==> src/rtl/spi_evt_pkg.sv <==
package spi_evt_pkg;
  localparam int TIP_B = 31;
  localparam int LT_B  = 14;
  localparam int OV_B  = 12;
  localparam int UN_B  = 11;
  localparam int MME_B = 10;
  localparam int NE_B  = 9;
  localparam int NF_B  = 8;
  localparam int LST_B = 22;

  localparam logic [31:0] EVT_RD_BITS = 32'h8000_5B00;
  localparam logic [31:0] MASK_WR_BITS = 32'h8000_5F00;

  typedef enum logic [1:0] {
    A_EVT  = 2'd0,
    A_MASK = 2'd1,
    A_CMD  = 2'd2
  } reg_addr_e;
endpackage

==> src/rtl/spi_evt_status.sv <==
module spi_evt_status
  import spi_evt_pkg::*;
(
  input  logic        clk_i,
  input  logic        rst_ni,
  input  logic        busy_i,
  input  logic        rx_nonempty_i,
  input  logic        tx_notfull_i,
  input  logic        ovr_hit_i,
  input  logic        unr_hit_i,
  input  logic        lt_set_i,
  input  logic        char_done_i,
  input  logic [31:0] clr_i,
  output logic [31:0] evt_o,
  output logic        tx_all_ones_o
);
  localparam int NSTK = 3;
  localparam int STK_POS [NSTK] = '{OV_B, UN_B, LT_B};

  logic [NSTK-1:0] stk_set;
  logic [NSTK-1:0] stk_q;
  logic tip_q, ne_q, nf_q, ones_q;

  assign stk_set = {lt_set_i, unr_hit_i, ovr_hit_i};

  // sticky bits: set beats write-one clear
  for (genvar i = 0; i < NSTK; i++) begin : g_stk
    logic bit_q;
    always_ff @(posedge clk_i or negedge rst_ni) begin
      if (!rst_ni) bit_q <= 1'b0;
      else         bit_q <= stk_set[i] | (bit_q & ~clr_i[STK_POS[i]]);
    end
    assign stk_q[i] = bit_q;
  end

  always_ff @(posedge clk_i or negedge rst_ni) begin
    if (!rst_ni) begin
      tip_q  <= 1'b0;
      ne_q   <= 1'b0;
      nf_q   <= 1'b0;
      ones_q <= 1'b0;
    end else begin
      tip_q  <= busy_i;
      ne_q   <= rx_nonempty_i;
      nf_q   <= tx_notfull_i;
      ones_q <= unr_hit_i | (ones_q & ~char_done_i);
    end
  end

  always_comb begin
    evt_o        = '0;
    evt_o[TIP_B] = tip_q;
    evt_o[LT_B]  = stk_q[2];
    evt_o[OV_B]  = stk_q[0];
    evt_o[UN_B]  = stk_q[1];
    evt_o[NE_B]  = ne_q;
    evt_o[NF_B]  = nf_q;
  end

  assign tx_all_ones_o = ones_q;
endmodule

==> src/rtl/spi_evt_last.sv <==
module spi_evt_last (
  input  logic clk_i,
  input  logic rst_ni,
  input  logic arm_i,
  input  logic char_done_i,
  input  logic tx_empty_i,
  output logic lt_set_o,
  output logic armed_o
);
  logic armed_q;
  logic fire;

  assign fire = armed_q & char_done_i & tx_empty_i;

  always_ff @(posedge clk_i or negedge rst_ni) begin
    if (!rst_ni) armed_q <= 1'b0;
    else         armed_q <= (armed_q & ~fire) | arm_i;
  end

  assign lt_set_o = fire;
  assign armed_o  = armed_q;
endmodule

==> src/rtl/spi_evt_irq_gen.sv <==
module spi_evt_irq_gen #(
  parameter int W = 32
) (
  input  logic         clk_i,
  input  logic         rst_ni,
  input  logic [W-1:0] evt_i,
  input  logic [W-1:0] mask_i,
  output logic         irq_o
);
  logic [W-1:0] prev_q;

  always_ff @(posedge clk_i or negedge rst_ni) begin
    if (!rst_ni) prev_q <= '0;
    else         prev_q <= evt_i;
  end

  assign irq_o = |(evt_i & ~prev_q & mask_i);
endmodule

==> src/rtl/spi_evt_irq.sv <==
module spi_evt_irq
  import spi_evt_pkg::*;
#(
  parameter int RXQ_DEPTH = 8,
  parameter int TXQ_DEPTH = 8,
  parameter int RX_CW = $clog2(RXQ_DEPTH + 1),
  parameter int TX_CW = $clog2(TXQ_DEPTH + 1)
) (
  input  logic             clk_i,
  input  logic             rst_ni,
  input  logic             bus_wr_i,
  input  logic             bus_rd_i,
  input  logic [1:0]       bus_addr_i,
  input  logic [31:0]      bus_wdata_i,
  output logic [31:0]      bus_rdata_o,
  input  logic [RX_CW-1:0] rxq_count_i,
  input  logic [TX_CW-1:0] txq_count_i,
  input  logic             slave_mode_i,
  input  logic             xfer_start_i,
  input  logic             rx_word_i,
  input  logic             char_done_i,
  input  logic             busy_i,
  output logic             irq_o,
  output logic             tx_all_ones_o
);
  logic        wr_evt, wr_mask, wr_cmd;
  logic [31:0] clr, evt, mask_q;
  logic        rx_full, tx_empty, ovr_hit, unr_hit, lt_set, armed;

  assign wr_evt  = bus_wr_i && (bus_addr_i == A_EVT);
  assign wr_mask = bus_wr_i && (bus_addr_i == A_MASK);
  assign wr_cmd  = bus_wr_i && (bus_addr_i == A_CMD);
  assign clr     = wr_evt ? bus_wdata_i : '0;

  assign rx_full  = rxq_count_i == RX_CW'(RXQ_DEPTH);
  assign tx_empty = txq_count_i == '0;
  assign ovr_hit  = rx_word_i & rx_full;
  assign unr_hit  = slave_mode_i & xfer_start_i & tx_empty;

  spi_evt_status u_status (
    .clk_i        (clk_i),
    .rst_ni       (rst_ni),
    .busy_i       (busy_i),
    .rx_nonempty_i(rxq_count_i != '0),
    .tx_notfull_i (txq_count_i < TX_CW'(TXQ_DEPTH)),
    .ovr_hit_i    (ovr_hit),
    .unr_hit_i    (unr_hit),
    .lt_set_i     (lt_set),
    .char_done_i  (char_done_i),
    .clr_i        (clr),
    .evt_o        (evt),
    .tx_all_ones_o(tx_all_ones_o)
  );

  spi_evt_last u_last (
    .clk_i      (clk_i),
    .rst_ni     (rst_ni),
    .arm_i      (wr_cmd & bus_wdata_i[LST_B]),
    .char_done_i(char_done_i),
    .tx_empty_i (tx_empty),
    .lt_set_o   (lt_set),
    .armed_o    (armed)
  );

  spi_evt_irq_gen #(.W(32)) u_irq (
    .clk_i (clk_i),
    .rst_ni(rst_ni),
    .evt_i (evt),
    .mask_i(mask_q),
    .irq_o (irq_o)
  );

  always_ff @(posedge clk_i or negedge rst_ni) begin
    if (!rst_ni)      mask_q <= '0;
    else if (wr_mask) mask_q <= bus_wdata_i & MASK_WR_BITS;
  end

  // command register reads as zero
  always_comb begin
    bus_rdata_o = '0;
    if (bus_rd_i) begin
      case (bus_addr_i)
        A_EVT:   bus_rdata_o = evt;
        A_MASK:  bus_rdata_o = mask_q;
        default: bus_rdata_o = '0;
      endcase
    end
  end
endmodule

==> config.mk <==
export PLATFORM = sky130hd
export DESIGN_NAME = spi_evt_irq
export DESIGN_NICKNAME = d
export VERILOG_FILES = /design/src/rtl/spi_evt_pkg.sv /design/src/rtl/spi_evt_status.sv /design/src/rtl/spi_evt_last.sv /design/src/rtl/spi_evt_irq_gen.sv /design/src/rtl/spi_evt_irq.sv
export SDC_FILE = /design/constraint.sdc
export NUM_CORES = 1
export LEC_CHECK = 0
export ABC_AREA = 1
export BUFFER_PORTS_ARGS = -buffer_cell sky130_fd_sc_hd__buf_2
export CAP_MARGIN = 20
export CORE_MARGIN = 2
export CORE_UTILIZATION = 32
export DETAILED_ROUTE_END_ITERATION = 8
export PLACE_DENSITY = 0.54
export SLEW_MARGIN = 20
export SYNTH_ARGS = -nofsm -noshare
export SYNTH_HDL_FRONTEND = slang
export SYNTH_HIERARCHICAL = 1
export SYNTH_SLANG_ARGS = --single-unit
==> constraint.sdc <==
create_clock -name clk_i -period 2.3 [get_ports clk_i]
set_input_delay 0.46 -clock clk_i [delete_from_list [all_inputs] [get_ports clk_i]]
set_output_delay 0.46 -clock clk_i [all_outputs]
set_load 0.005 [all_outputs]
==> impl_metrics.json <==
{
  "finalSetupViolations": 0,
  "min_period_ns": 1.81,
  "io_pins": 85,
  "wl_per_cell_um": 10.1,
  "path_class": "register to output port",
  "dr.first_iter.drc_count": 94,
  "postSynthCellCount": 309,
  "route.detailed.drc": 0,
  "die_w_um": 92.7,
  "cts_setup_buffers": 0,
  "slew_headroom": 0.593,
  "final-hold-violation-count": 0,
  "fin_tns_setup_ns": 0,
  "dp_slack_ns": 0.594,
  "p_leak_nw": 1.54,
  "layout-drive-gt1-share": 0.153,
  "cts_tree": "done",
  "rrSetupSlack_ns": 1.62,
  "dieArea_um2": 8580,
  "core_area_um2": 7690,
  "vdd_drop_max_mv": 0.318,
  "timing.rr.start": "u_last/armed_o",
  "first_global_vias": 1701,
  "clock_latency_ns": 0.30,
  "gr-max-usage-layer": "met2",
  "drtAntennaViolNets": 0,
  "drt-total-wl_mm": 4.69,
  "worst_pin_slew_ns": 0.610,
  "use_met2": 0.188,
  "finalCritPeriodShare": 0.788,
  "cts_resized": 0,
  "dp_hpwl_mm": 3.42,
  "nNetsFinal": 411,
  "gp_congestion": 0.785,
  "rsz0062_at_grt": "no",
  "required_ns": 1.84,
  "hp-class": "input port to async pin",
  "fin_skew_ns": 0.00379,
  "area_growth_pct": 10.8,
  "drv_slew": 0,
  "drv_cap": 0,
  "reg2reg_to": "u_status/g_stk[2].bit_q",
  "first_pass_iters": 4,
  "antennaDiodeCount": 0,
  "avgSynthCellArea_um2": 8.14,
  "dr_total_vias": 1813,
  "grt_start_max_net_pins": 48,
  "track_usage": 0.119,
  "crit_path_end_kind": "output port",
  "cts_buffers": 5,
  "overflow": 0,
  "clkTransAtPathRegs_ns": 0.08,
  "grt_first_pass_wirelength_mm": 8.10,
  "start_util": 0.327,
  "worstSetupStartpointType": "register",
  "max_freq_mhz": 552,
  "cts_root_buffer": "clkbuf_8",
  "grt_antenna_before_repair": 0,
  "met3_usage": 0.0325,
  "port_buffers": 35,
  "crit_path_max_fanout": 3,
  "p_per_area_nw_per_um2": 596,
  "die_y_um": 92.7,
  "setup_ws_ns": 0.487,
  "drt-vias-per-instance": 3.92,
  "yosysWarnings": 6,
  "h-tree-depth": 2,
  "placementRows": 32,
  "status": "complete, no violations",
  "grtUsageMet1": 0.159,
  "cts_sinks": 47,
  "clockBufferDepth": 2,
  "synth_area_um2": 2510,
  "r2r_cells": 4,
  "postCtsHoldBufs": 0,
  "worstPathArrival_ns": 1.35
}
==> worst max path at each step <==
stage / from / to / slack (ns)
floorplan: bus_rd_i / bus_rdata_o[11] / 0.87
global placement: bus_addr_i[0] / bus_rdata_o[8] / 0.57
detailed placement: bus_addr_i[0] / bus_rdata_o[31] / 0.59
CTS: mask_q[31] / irq_o / 0.45
global route: mask_q[9] / irq_o / 0.38
finish: mask_q[31] / irq_o / 0.49
==> final cells by class <==
type / count / area [µm²]
Clock inverter: 1 / 5.00
Inverter: 59 / 221
Multi-Input combinational cell: 211 / 991
Timing Repair Buffer: 36 / 183
Tap cell: 102 / 128
Clock buffer: 6 / 82.6
Fill cell: 853 / 4900
Sequential cell: 47 / 1180
==> stage by stage <==
stage	instances	hold WS (ns)	power (mW)	util	instance area, µm²
6_report	462	0.250	1.66	0.362	2790
5_1_grt	462	0.254	1.77	0.362	2790
4_1_cts	462	0.250	1.68	0.362	2790
3_5_place_dp	455	0.397	1.17	0.351	2700
3_3_place_gp	455	0.389	1.17	0.351	2700
2_1_floorplan	358	0.164	1.14	-	2700
==> routing by layer <==
metal / vias to the layer above / wire length [µm]
li1: 953 / -
met5: - / 0
met3: 7 / 287
met1: 803 / 2270
met4: 0 / 57
met2: 50 / 2070
==> report_power, final <==
group | total, mW | switching, mW | leakage, nW | internal (mW)
combinational | 0.223 | 0.143 | 0.932 | 0.0801
sequential | 0.935 | 0.0391 | 0.557 | 0.896
clock | 0.502 | 0.266 | 0.0470 | 0.236
total | 1.66 | 0.448 | 1.54 | 1.21
==> cells in the final DEF, fill, tap and decap left out <==
| cell type | n |
|---|---|
| buf_2 | 35 |
| buf_4 | 1 |
| clkbuf_8 | 6 |
| clkinv_2 | 1 |
| conb_1 | 51 |
| dfrtp_1 | 47 |
| inv_1 | 58 |
| inv_2 | 1 |
| nand2_1 | 57 |
| nand2_4 | 2 |
| nand3_1 | 20 |
| nand3_2 | 7 |
| nand3b_1 | 15 |
| nand4_1 | 14 |
| nor2_1 | 42 |
| nor2_8 | 1 |
| nor3_1 | 1 |
| nor3_2 | 1 |
==> state kept, by name, summed over array words and instances (netlist names) <==
signal / flops
mask_q: 7
u_status/tx_all_ones_o: 1
u_irq/prev_q: 32
u_status/g_stk.bit_q: 3
u_status/tip_q: 1
u_last/armed_o: 1
u_status/ne_q: 1
u_status/nf_q: 1
==> critical path: stages, from the launching register on <==
cell and delay (ns):
dfrtp_1 0.41, nand3_1 0.10, nand2_1 0.05, nor2_1 0.14, nand2_1 0.08, nor2_1 0.10, nand2_1 0.05, buf_2 0.12
Power figures use the tool's default switching activity.
